==> src/rtl/bsd_pkg.sv <==
`timescale 1ns/1ps
package bsd_pkg;
  // window test: only bits under the mask take part
  function automatic logic addr_in_window(input logic [15:0] a,
                                          input logic [15:0] base,
                                          input logic [15:0] mask);
    return ((a ^ base) & mask) == 16'h0000;
  endfunction

  // little-endian join of two address bytes
  function automatic logic [15:0] join_addr(input logic [7:0] lo,
                                            input logic [7:0] hi);
    return {hi, lo};
  endfunction
endpackage

==> src/rtl/bsd_seq.sv <==
`timescale 1ns/1ps
// Byte position tracker: 0 = idle, k = k bytes of the command already taken
module bsd_seq #(
  parameter int NUM_BYTES = 6,
  localparam int CW = $clog2(NUM_BYTES),
  localparam int SLOTS = NUM_BYTES - 1
) (
  input  logic             clk_i,
  input  logic             rst_i,
  input  logic             stb_i,
  output logic [CW-1:0]    cnt_o,
  output logic [SLOTS-1:0] store_en_o,
  output logic             last_byte_o
);
  localparam logic [CW-1:0] LAST_POS = CW'(NUM_BYTES - 1);

  logic [CW-1:0] cnt;

  always_ff @(posedge clk_i or posedge rst_i) begin
    if (rst_i)                cnt <= '0;
    else if (stb_i)           cnt <= CW'(1);
    else if (cnt == LAST_POS) cnt <= '0;
    else if (cnt != '0)       cnt <= cnt + CW'(1);
  end

  assign last_byte_o = !stb_i && (cnt == LAST_POS);
  assign cnt_o       = cnt;

  for (genvar i = 0; i < SLOTS; i++) begin : g_en
    if (i == 0) begin : g_first
      assign store_en_o[i] = stb_i;
    end else begin : g_rest
      assign store_en_o[i] = !stb_i && (cnt == CW'(i));
    end
  end
endmodule

==> src/rtl/bsd_collect.sv <==
`timescale 1ns/1ps
// Byte store: holds every byte but the last; the last one is taken live
module bsd_collect #(
  parameter int NUM_BYTES = 6,
  localparam int SLOTS = NUM_BYTES - 1,
  localparam int DBYTES = NUM_BYTES - 2,
  localparam int DATA_W = 8 * DBYTES
) (
  input  logic              clk_i,
  input  logic              rst_i,
  input  logic [SLOTS-1:0]  store_en_i,
  input  logic [7:0]        byte_i,
  output logic [15:0]       full_addr_o,
  output logic [DATA_W-1:0] data_o
);
  logic [7:0] slot [SLOTS];

  for (genvar i = 0; i < SLOTS; i++) begin : g_slot
    always_ff @(posedge clk_i or posedge rst_i) begin
      if (rst_i)              slot[i] <= '0;
      else if (store_en_i[i]) slot[i] <= byte_i;
    end
  end

  assign full_addr_o = bsd_pkg::join_addr(slot[0], slot[1]);

  for (genvar j = 0; j < DBYTES - 1; j++) begin : g_data
    assign data_o[8*j +: 8] = slot[j+2];
  end
  assign data_o[DATA_W-1 -: 8] = byte_i;
endmodule

==> src/rtl/bserial_wr_deser.sv <==
`timescale 1ns/1ps
module bserial_wr_deser #(
  parameter logic [15:0] BASE_ADDR = 16'h0120,
  parameter logic [15:0] ADDR_MASK = 16'h03F0,
  parameter int NUM_BYTES = 6,
  parameter int LOC_AW = 4,
  localparam int DATA_W = 8 * (NUM_BYTES - 2),
  localparam int CW = $clog2(NUM_BYTES)
) (
  input  logic              clk_i,
  input  logic              rst_i,
  input  logic [7:0]        ser_byte_i,
  input  logic              ser_stb_i,
  output logic [LOC_AW-1:0] reg_addr_o,
  output logic [DATA_W-1:0] reg_data_o,
  output logic              reg_we_o
);
  localparam int SLOTS = NUM_BYTES - 1;

  // named internal events, also used by the bound checker
  logic [CW-1:0]     byte_cnt;
  logic [SLOTS-1:0]  store_en;
  logic              last_byte;
  logic [15:0]       full_addr;
  logic [DATA_W-1:0] data_word;
  logic              addr_hit;
  logic              commit;

  bsd_seq #(.NUM_BYTES(NUM_BYTES)) u_seq (
    .clk_i       (clk_i),
    .rst_i       (rst_i),
    .stb_i       (ser_stb_i),
    .cnt_o       (byte_cnt),
    .store_en_o  (store_en),
    .last_byte_o (last_byte)
  );

  bsd_collect #(.NUM_BYTES(NUM_BYTES)) u_collect (
    .clk_i       (clk_i),
    .rst_i       (rst_i),
    .store_en_i  (store_en),
    .byte_i      (ser_byte_i),
    .full_addr_o (full_addr),
    .data_o      (data_word)
  );

  assign addr_hit = bsd_pkg::addr_in_window(full_addr, BASE_ADDR, ADDR_MASK);
  assign commit   = last_byte && addr_hit;

  always_ff @(posedge clk_i or posedge rst_i) begin
    if (rst_i) begin
      reg_we_o   <= 1'b0;
      reg_addr_o <= '0;
      reg_data_o <= '0;
    end else begin
      reg_we_o <= commit;
      if (commit) begin
        reg_addr_o <= full_addr[LOC_AW-1:0];
        reg_data_o <= data_word;
      end
    end
  end
endmodule

==> config.mk <==
export PLATFORM = sky130hd
export DESIGN_NAME = bserial_wr_deser
export DESIGN_NICKNAME = d
export VERILOG_FILES = /design/src/rtl/bsd_pkg.sv /design/src/rtl/bsd_seq.sv /design/src/rtl/bsd_collect.sv /design/src/rtl/bserial_wr_deser.sv
export SDC_FILE = /design/constraint.sdc
export NUM_CORES = 1
export LEC_CHECK = 0
export ABC_AREA = 0
export BUFFER_PORTS_ARGS = -buffer_cell sky130_fd_sc_hd__buf_2
export CORE_ASPECT_RATIO = 1.25
export CORE_UTILIZATION = 40
export CTS_BUF_LIST = sky130_fd_sc_hd__clkbuf_8
export CTS_CLUSTER_DIAMETER = 200
export DETAILED_ROUTE_END_ITERATION = 7
export PLACE_DENSITY_LB_ADDON = 0.1
export SLEW_MARGIN = 20
export SYNTH_ARGS = -nofsm -noshare
export SYNTH_HDL_FRONTEND = slang
export SYNTH_SLANG_ARGS = --single-unit
==> constraint.sdc <==
create_clock -name clk_i -period 5.8 [get_ports clk_i]
set_clock_uncertainty 0.05 [all_clocks]
set_input_delay 0 -clock clk_i [delete_from_list [all_inputs] [get_ports clk_i]]
set_output_delay 0 -clock clk_i [all_outputs]
set_load 0.01 [all_outputs]
=== Yosys cells after proc, flatten, opt, wreduce, memory -nomap -nowiden ===
Index checks and enable logic that the tools add are counted.

* Reductions and logical operators: 10
* Add/subtract/negate cells: 1
* Muxes and demuxes: 3
* Bitwise gates (word level): 1
* Equality and inequality tests: 5

{| class="wikitable"
|+ Operators with widths
! cell !! count
|-
| 16-bit logical NOT || 1
|-
| 3-bit two-way mux || 3
|-
| 3-bit by 2-bit equality test with 1-bit output, second input constant || 2
|-
| 3-bit equality test, second input constant || 2
|-
| 1-bit logical AND || 6
|-
| 3-bit nonzero test || 2
|-
| 3-bit by 1-bit adder with 3-bit output, second input constant || 1
|-
| 3-bit by 1-bit equality test with 1-bit output, second input constant || 1
|-
| 2-bit NOT || 1
|-
| 1-bit logical NOT || 1
|}

* Output and inout port bits: 37
* Flip-flop bits (word level): 74

=== Logic depth before layout (Yosys ltp) ===
Gate-level depths: netlist (run 1).

* Word-level depth: 4
* Mapped depth: 6
* Depth with buffers taken out: 4

=== Hierarchy ===
From an unflattened synthesis (run 1), not the netlist that was laid out.

* Cells, all modules: 196
* Area, all modules: 3440.8 sq um

{| class="wikitable"
|+ By module, submodules not included
! module !! instances !! cells each !! area each (sq um)
|-
| bsd_collect || 1 || 94 || 1721.7
|-
| bserial_wr_deser || 1 || 81 || 1519.0
|-
| bsd_seq || 1 || 21 || 200.2
|}

=== Least setup slack after synthesis (run 1) ===
Ideal clock, no wire load.

* Path type: flip-flop to flip-flop
* From: register u_collect.slot, in the netlist u_collect.full_addr_o[4]
* To: register reg_addr_o[2]
* Buffers on the path: 2
* Arrival time: 1.816 ns
* Path slack: 3.809 ns
* Cell stages (with the launch flop): 6
* Required time: 5.625 ns
* Clock period less this slack: 1.991 ns
* Cells stage by stage: dfrtp_1 or4b_1 or3_1 buf_6 buf_12 mux2_4

* Longest elaborated chain between the ends: 2

{| class="wikitable"
|+ Ends and longest elaborated chain
! item !! line !! text
|-
| start: declaration || bsd_collect.sv:16 || <nowiki>logic [7:0] slot [SLOTS];</nowiki>
|-
| start signal: indexed assignment || bsd_collect.sv:21 || <nowiki>else if (store_en_i[i]) slot[i] <= byte_i;</nowiki>
|-
| 16-bit logical NOT || bsd_pkg.sv:7 || <nowiki>return ((a ^ base) & mask) == 16'h0000;</nowiki>
|-
| 1-bit logical AND || bserial_wr_deser.sv:48 || <nowiki>assign commit = last_byte && addr_hit;</nowiki>
|-
| end signal: assignment || bserial_wr_deser.sv:58 || <nowiki>reg_addr_o <= full_addr[LOC_AW-1:0];</nowiki>
|-
| end: declaration || bserial_wr_deser.sv:14 || <nowiki>output logic [LOC_AW-1:0] reg_addr_o,</nowiki>
|}

Every way passes these cells.
A chain may end at the register's enable or synchronous reset.

=== Worst setup path after layout (run 1) ===
* From: register u_seq.cnt[2] (netlist: u_seq.cnt_o[2])
* To: register reg_data_o[23]

* Longest elaborated chain between the ends: 3

{| class="wikitable"
|+ Ends and longest elaborated chain
! item !! line !! text
|-
| start: declaration || bsd_seq.sv:17 || <nowiki>logic [CW-1:0] cnt;</nowiki>
|-
| start signal: assignment || bsd_seq.sv:23 || <nowiki>else if (cnt != '0) cnt <= cnt + CW'(1);</nowiki>
|-
| 3-bit equality test || bsd_seq.sv:26 || <nowiki>assign last_byte_o = !stb_i && (cnt == LAST_POS);</nowiki>
|-
| 1-bit logical AND || bsd_seq.sv:26 ||
|-
| 1-bit logical AND || bserial_wr_deser.sv:48 ||
|-
| end signal: assignment || bserial_wr_deser.sv:59 || <nowiki>reg_data_o <= data_word;</nowiki>
|-
| end: declaration || bserial_wr_deser.sv:15 || <nowiki>output logic [DATA_W-1:0] reg_data_o,</nowiki>
|}

Every way passes these cells.

==> impl_metrics.sql, run 1 <==
INSERT INTO impl_metrics (metric_group, metric, value, unit) VALUES
('worst_hold_path', 'hold_path_depth', '2', ''),
('placement', 'gp_congestion', '0.7523', ''),
('setup_path', 'critical_path.cell_chain', 'or4b_1 > or3_4 > mux2_4', ''),
('route', 'routed_via_density', '4.771', ''),
('yosys', 'ys_seq_elements', '74', ''),
('global_routing', 'grt_overall_usage', '15.76', '%'),
('clocking', 'post-cts-setup-buffers', '0', ''),
('setup_path', 'path_delay_family', 'simple AND/OR/NAND/NOR gates', ''),
('flow_run', 'drv.max_cap_violation_count', '0', ''),
('floorplan', 'floorplan.initialDensity', '42.00', '%'),
('sta', 'setup_slack', '3621', 'ps'),
('clocking', 'tritoncts_clock_tree', 'yes', ''),
('route', 'route.detailed.drc', '0', ''),
('outcome', 'run_status', 'complete, no violations', ''),
('sta', 'timing_hold_violations_final', '0', ''),
('global_routing', 'grt_pass1_wl', '8942', 'um'),
('setup_path', 'crit_type', 'flip-flop to flip-flop', ''),
('setup_path', 'setup.reg_to_reg.worst_slack', '3620', 'ps'),
('yosys', 'synth_sequential_area_ratio', '62.05', '%'),
('placement', 'preCtsSetupSlack', '3255', 'ps'),
('sta', 'final-max-slew-violation-count', '0', ''),
('yosys', 'synth_top_family_by_area', 'multiplexers', ''),
('sta', 'rsz0062_at_grt', 'no', ''),
('route', 'post_drt_wl_per_cell', '16.64', 'um'),
('floorplan', 'floorplan.io_pins', '48', ''),
('floorplan', 'core', '7104', 'sq um'),
('yosys', 'synth-simple-area-share', '3.270', '%'),
('setup_path', 'worstReg2RegEnd', 'reg_data_o[23]', ''),
('pwr', 'static_leak', '1.872', 'nW'),
('sta', 'tightestPinTransition', '995.6', 'ps'),
('placement', 'placement.io_buffers', '47', ''),
('pwr', 'cellPowerDensity', '346.6', 'nW/um^2'),
('yosys', 'synth_area', '2984', 'sq um'),
('yosys', 'post_synthesis_adder_cell_area_fraction', '0.4193', '%'),
('route', 'violation_count_after_the_first_detailed_route_iteration', '55', ''),
('worst_hold_path', 'hold_path.startpoint', 'ser_stb_i', ''),
('yosys', 'synth_xor_xnor_area_share', '0.2935', '%'),
('yosys', 'synth.area.mux_share', '30.52', '%'),
('yosys', 'synth_area_per_cell', '17.35', 'sq um'),
('setup_path', 'cp_slowest_stage_delay', '660', 'ps'),
('clocking', 'cts_hold_buffers', '9', ''),
('clocking', 'clockBufferDepth', '2', ''),
('sta', 'max_clock_freq', '459.0', 'MHz'),
('global_routing', 'grt_antenna_before_repair', '0', ''),
('floorplan', 'row_count', '34', ''),
('setup_path', 'timing.critical_path.to_type', 'flip-flop', ''),
('route', 'via_count', '1560', ''),
('clocking', 'post_cts_resize_count', '0', ''),
('sta', 'period_minus_slack', '2179', 'ps'),
('pwr', 'vdd_drop_max', '190.1', 'uV'),
('yosys', 'synth_compound_gate_area_share', '0.2516', '%'),
('clocking', 'clock_tree.htree_level_count', '3', ''),
('setup_path', 'timing.critical_path.arrival', '2350', 'ps'),
('final_layout', 'layout.filler_cells', '627', ''),
('final_layout', 'final_nets', '244', ''),
('global_routing', 'grt_remaining_overflow', '0', ''),
('yosys', 'synthCells', '172', ''),
('route', 'drt_wl_total', '5441', 'um'),
('clocking', 'worst_skew_pair.late_latency', '330', 'ps'),
('setup_path', 'path_max_fanout', '36', ''),
('yosys', 'syn_nets', '184', ''),
('setup_path', 'r2r.worst_path.cells', '3', ''),
('placement', 'hpwl', '3620', 'um'),
('final_layout', 'insertedDiodeCount', '0', ''),
('setup_path', 'startpoint_type', 'flip-flop', ''),
('yosys', 'synth_cell_types', '22', ''),
('sta', 'setup_viol', '0', ''),
('sta', 'timing.final.crit_share', '37.57', '%'),
('route', 'post_route_antenna_net_violation_count', '0', ''),
('final_layout', 'fraction_of_final_layout_cells_sized_beyond_drive_strength_1', '58.23', '%'),
('setup_path', 'cp_num_buf_inv', '0', '');
==> cells in the final DEF, fill, tap and decap left out, drive strengths merged <==
cell,Yosys,layout
dfrtp,74,74
or3,1,1
and2,1,1
nor4,1,1
nor2,4,4
bufinv,0,2
mux2,70,70
nor3,2,2
nor4b,1,1
clkinv,0,1
nand2b,1,1
or4b,1,1
dlygate4sd3,0,9
nand3b,1,1
ha,1,1
xor2,1,1
mux2i,1,1
buf,5,48
clkinvlp,0,2
or3b,1,1
clkbuf,3,10
o21bai,1,1
inv,2,3
==> worst max-delay path by stage <==
stage                                        start             end  slack, ps  cells past startpoint
after global routing                u_seq.cnt_o[0]   reg_data_o[8]       3570                      3
after detailed placement            u_seq.cnt_o[2]  reg_data_o[13]       3250                      3
final                               u_seq.cnt_o[2]  reg_data_o[23]       3620                      3
after floorplan           u_collect.full_addr_o[4]   reg_addr_o[2]       3810                      5
after CTS                           u_seq.cnt_o[2]   reg_data_o[6]       3250                      3
after global placement              u_seq.cnt_o[2]  reg_data_o[25]       3330                      3
==> metal layers <==
layer	up-vias	track usage (%)	routed length (um)
li1	724	-	-
met1	795	19.91	2492
met2	35	25.33	2700
met3	6	2.870	184
met4	0	8.811	64
met5	-	0	0
==> through the flow <==
stage | cell area [sq um] | total power [mW] | instances | hold slack (ps) | util [%]
after global routing | 3573 | 1.306 | 327 | 22.54 | 50.30
after floorplan | 2984 | 0.7621 | 172 | 98.52 | -
after global placement | 3253 | 0.7935 | 302 | 261.1 | 45.79
final | 3573 | 1.239 | 327 | 13.19 | 50.30
after CTS | 3570 | 1.256 | 327 | 0.9878 | 50.25
after detailed placement | 3253 | 0.8070 | 302 | 279.4 | 45.79
==> flip-flops by register name, summed over array words and instances, names as in the netlist <==
name                   flops
reg_addr_o                 4
reg_data_o                32
reg_we_o                   1
u_collect.data_o          24
u_collect.full_addr_o     10
u_seq.cnt_o                3
==> cell families after synthesis <==
group	after synthesis
adders and majority gates	1
AOI/OAI and AO/OA	1
muxes	71
DFF	74
buffers and inverters	10
xor gates and xnor gates	1
and+or+nand+nor	14
==> final cells by class <==
class,count,area [sq um],area share [%]
Clock inverter,6,88.84,2.486
Sequential cell,74,1852,51.82
Timing Repair Buffer,57,332.8,9.314
Clock buffer,10,137.6,3.852
Tap cell,90,112.6,3.151
Inverter,2,7.507,0.2101
Multi-Input combinational cell,88,1042,29.17
==> Yosys cell counts <==
cell | n | share of area [%]
sky130_fd_sc_hd__or4b_1 | 1 | 0.34
sky130_fd_sc_hd__nand3b_1 | 1 | 0.25
sky130_fd_sc_hd__inv_1 | 2 | 0.25
sky130_fd_sc_hd__buf_2 | 1 | 0.17
sky130_fd_sc_hd__dfrtp_1 | 74 | 62
sky130_fd_sc_hd__xor2_1 | 1 | 0.29
sky130_fd_sc_hd__mux2_4 | 30 | 15
sky130_fd_sc_hd__and2_1 | 1 | 0.21
sky130_fd_sc_hd__nand2b_1 | 1 | 0.21
sky130_fd_sc_hd__nor4_2 | 1 | 0.42
sky130_fd_sc_hd__o21bai_1 | 1 | 0.25
sky130_fd_sc_hd__ha_1 | 1 | 0.42
sky130_fd_sc_hd__clkbuf_1 | 3 | 0.38
sky130_fd_sc_hd__nor4b_2 | 1 | 0.50
sky130_fd_sc_hd__mux2i_1 | 1 | 0.34
sky130_fd_sc_hd__buf_12 | 3 | 2.0
sky130_fd_sc_hd__buf_6 | 1 | 0.38
sky130_fd_sc_hd__mux2_2 | 40 | 15
sky130_fd_sc_hd__or3b_1 | 1 | 0.29
sky130_fd_sc_hd__nor2_1 | 4 | 0.50
sky130_fd_sc_hd__nor3_1 | 2 | 0.34
sky130_fd_sc_hd__or3_1 | 1 | 0.21
==> power by group <==
| group | switching [mW] | internal, mW | total, mW |
|---|---|---|---|
| logic | 0.0515 | 0.0882 | 0.140 |
| registers | 0.0491 | 0.607 | 0.656 |
| clock network | 0.188 | 0.255 | 0.442 |
| total | 0.288 | 0.950 | 1.24 |
Power figures use the tool's default switching activity.
==> run 2: changes to the inputs <==
==> constraint.sdc (replaced) <==
create_clock -name clk_i -period 2 [get_ports clk_i]
set_clock_uncertainty 0.05 [all_clocks]
set_input_delay 0 -clock clk_i [delete_from_list [all_inputs] [get_ports clk_i]]
set_output_delay 0 -clock clk_i [all_outputs]
set_load 0.01 [all_outputs]
==> run 2 against run 1 <==
Net effect:
- worst setup slack got worse by 3600 ps
- cell area rose by 2.3%
- flip-flop and latch count is the same
- critical path depth is 1 higher
- utilization grew 1.1 points
- combinational power rose to 3.1 times the previous value
- via count rose by 4.2%
- first-iteration DRC count is 11% higher
- non-clock buffer count is 10 higher
- fmax is 11% higher
- critical endpoint is now reg_data_o[11]
- largest power group unchanged
==> impl_metrics.sql, run 2 (synthesized netlist as in run 1, its figures left out) <==
INSERT INTO impl_metrics (metric_group, metric, value, unit) VALUES
('setup_path', 'crit_type', 'flip-flop to flip-flop', ''),
('outcome', 'run_status', 'complete, no violations', ''),
('floorplan', 'row_count', '34', ''),
('sta', 'final-max-slew-violation-count', '0', ''),
('clocking', 'cts_made_buffers', '9', ''),
('sta', 'period_minus_slack', '1968', 'ps'),
('route', 'violation_count_after_the_first_detailed_route_iteration', '61', ''),
('clocking', 'post-cts-setup-buffers', '0', ''),
('floorplan', 'fp.dieArea', '7812', 'sq um'),
('route', 'post_route_antenna_net_violation_count', '0', ''),
('clocking', 'worst_skew_pair.late_latency', '340', 'ps'),
('sta', 'maxSlewHeadroom', '62.72', '%'),
('floorplan', 'floorplan.io_pins', '48', ''),
('global_routing', 'grt_remaining_overflow', '0', ''),
('route', 'route.detailed.drc', '0', ''),
('pwr', 'pwr-share-seq', '54.5', '%'),
('sta', 'hold_slack', '25.85', 'ps'),
('final_layout', 'area.sequential', '1852', 'sq um'),
('floorplan', 'core', '7104', 'sq um'),
('placement', 'placed_cell_area', '3353', 'sq um'),
('placement', 'gp_congestion', '0.7715', ''),
('global_routing', 'grt_pass1_wl', '9356', 'um'),
('flow_run', 'drv.max_cap_violation_count', '0', ''),
('setup_path', 'timing.critical_path.to_type', 'flip-flop', ''),
('route', 'via_count', '1626', ''),
('pwr', 'static_leak', '1.923', 'nW'),
('floorplan', 'die_width', '79.26', 'um'),
('setup_path', 'r2r.worst_path.cells', '4', ''),
('global_routing', 'grt_overall_usage', '16.16', '%'),
('pwr', 'power_frac_clock', '33.0', '%'),
('floorplan', 'dieHeight', '98.57', 'um'),
('sta', 'tightestPinTransition', '558.5', 'ps'),
('sta', 'setup_viol', '0', ''),
('pwr', 'power_report.internal_total', '2.620', 'mW'),
('route', 'drtPass1Iterations', '4', ''),
('placement', 'placement.io_buffers', '47', ''),
('final_layout', 'insertedDiodeCount', '0', ''),
('sta', 'max_clock_freq', '508.1', 'MHz'),
('clocking', 'cts.reportedPaths.clkPinSlew', '80', 'ps'),
('sta', 'setup_slack', '32.03', 'ps'),
('global_routing', 'grt_pass1_vias', '1776', ''),
('setup_path', 'worst-endpoint-required', '2180', 'ps'),
('pwr', 'vdd_drop_max', '534.7', 'uV'),
('floorplan', 'floorplan.initialDensity', '42.00', '%'),
('pwr', 'switching_power', '0.8629', 'mW'),
('final_layout', 'multi_input_comb_area', '1046', 'sq um'),
('route', 'drt_wl_total', '5484', 'um'),
('final_layout', 'most-common-layout-cells', '74 x sky130_fd_sc_hd__dfrtp_1, 47 x sky130_fd_sc_hd__buf_2, 40 x sky130_fd_sc_hd__mux2_2, 30 x sky130_fd_sc_hd__mux2_4', ''),
('pwr', 'p_sw_share', '24.78', '%'),
('pwr', 'post-layout-total-power', '3.483', 'mW'),
('worst_hold_path', 'hold_class', 'primary input to flip-flop', ''),
('final_layout', 'fraction_of_final_layout_cells_sized_beyond_drive_strength_1', '60.32', '%'),
('clocking', 'clockBufferDepth', '2', ''),
('placement', 'preCtsSetupSlack', '-136.7', 'ps'),
('final_layout', 'layout.filler_cells', '591', ''),
('sta', 'total_negative_setup_slack', '0', 'ps'),
('global_routing', 'pin_count_of_the_biggest_net_entering_global_routing', '31', ''),
('route', 'routed_via_density', '4.825', ''),
('worst_hold_path', 'hold_path_depth', '4', ''),
('clocking', 'clock_tree.htree_level_count', '3', ''),
('final_layout', 'max_flop_register', 'reg_data_o', ''),
('final_layout', 'final_nets', '254', ''),
('clocking', 'tritoncts_clock_tree', 'yes', ''),
('placement', 'hpwl', '3891', 'um'),
('sta', 'timing.final.crit_share', '98.40', '%'),
('final_layout', 'area.growth.synth_to_final', '22.47', '%'),
('pwr', 'combPwrFrac', '12.5', '%'),
('sta', 'rsz0062_at_grt', 'yes', ''),
('clocking', 'clock_tree.root_cell', 'sky130_fd_sc_hd__clkbuf_8', ''),
('setup_path', 'timing.critical_path.arrival', '2150', 'ps'),
('sta', 'timing_hold_violations_final', '0', ''),
('pwr', 'cellPowerDensity', '952.9', 'nW/um^2'),
('final_layout', 'postLayoutCellArea', '3655', 'sq um'),
('setup_path', 'path_max_fanout', '21', ''),
('final_layout', 'number_of_flip_flops_in_the_largest_register', '32', ''),
('final_layout', 'most_common_cell_after_layout_fill_and_taps_aside', 'sky130_fd_sc_hd__dfrtp_1', ''),
('final_layout', 'final_standard_cell_utilization_of_the_core', '51.44', '%'),
('final_layout', 'final_cell_count_no_fill', '337', ''),
('setup_path', 'startpoint_type', 'flip-flop', ''),
('route', 'post_drt_wl_per_cell', '16.27', 'um'),
('placement', 'placed_cells_incl_taps', '312', ''),
('global_routing', 'grt_antenna_before_repair', '0', ''),
('clocking', 'cts_sinks', '74', '');
## run 2: cell count changes in the layout (fill, tap and decap cells not counted), sizes merged
cell	change
clkinv	+1
buf	+10
bufinv	-1
clkbuf	-1
inv	+1
## run 2: routing by layer
layer | routed length, um | global-route usage, % | up-vias | part of all wire [%]
li1 | - | - | 745 | -
met1 | 2492 | 21.22 | 831 | 45
met2 | 2701 | 25.73 | 39 | 49
met3 | 198 | 3.611 | 11 | 3.6
met4 | 92 | 6.713 | 0 | 1.7
met5 | 0 | 0 | - | 0
## run 2: repair_timing
action | 4_1_cts | 5_1_grt
hold buffers | 9 | 0
pin swaps | 0 | 0
endpoints found under the hold margin | 66 | 0
gates resized for setup | 2 | 1
endpoints found under the setup margin | 36 | 27
gates cloned | 0 | 0
## run 2: final timing paths
kind                            slack [ps]                   to                startpoint
worst max-delay path                    30       reg_data_o[11]  u_collect.full_addr_o[4]
worst min-delay path                    30             reg_we_o                 ser_stb_i
worst max register to register          30       reg_data_o[11]  u_collect.full_addr_o[4]
worst min register to register         450        reg_addr_o[1]  u_collect.full_addr_o[1]
max in group asynchronous             1020        reg_data_o[3]                     rst_i
min in group asynchronous              210  u_collect.data_o[2]                     rst_i
## run 2: power by group through the flow
stage / Sequential, mW / Combinational (mW) / Clock, mW
after floorplan: 1.89 / 0.317 / 0
after global placement: 1.92 / 0.412 / 0
after detailed placement: 1.94 / 0.430 / 0
after CTS: 1.90 / 0.445 / 1.19
after global routing: 1.94 / 0.481 / 1.27
final: 1.90 / 0.435 / 1.15
## run 2: final cells by class
type | instances | share of cell area, %
multi-input combinational | 88 | 28.62
tap | 90 | 3.081
sequential | 74 | 50.67
inverter | 2 | 0.2054
timing repair buffer | 67 | 11.95
clock inverter | 7 | 2.088
clock buffer | 9 | 3.389
## run 2: critical path, cell delays in order (launching register included)
cell and delay [ps]:
sky130_fd_sc_hd__dfrtp_1 380, sky130_fd_sc_hd__or4b_4 530, sky130_fd_sc_hd__or3_4 400, sky130_fd_sc_hd__buf_12 180, sky130_fd_sc_hd__mux2_4 310
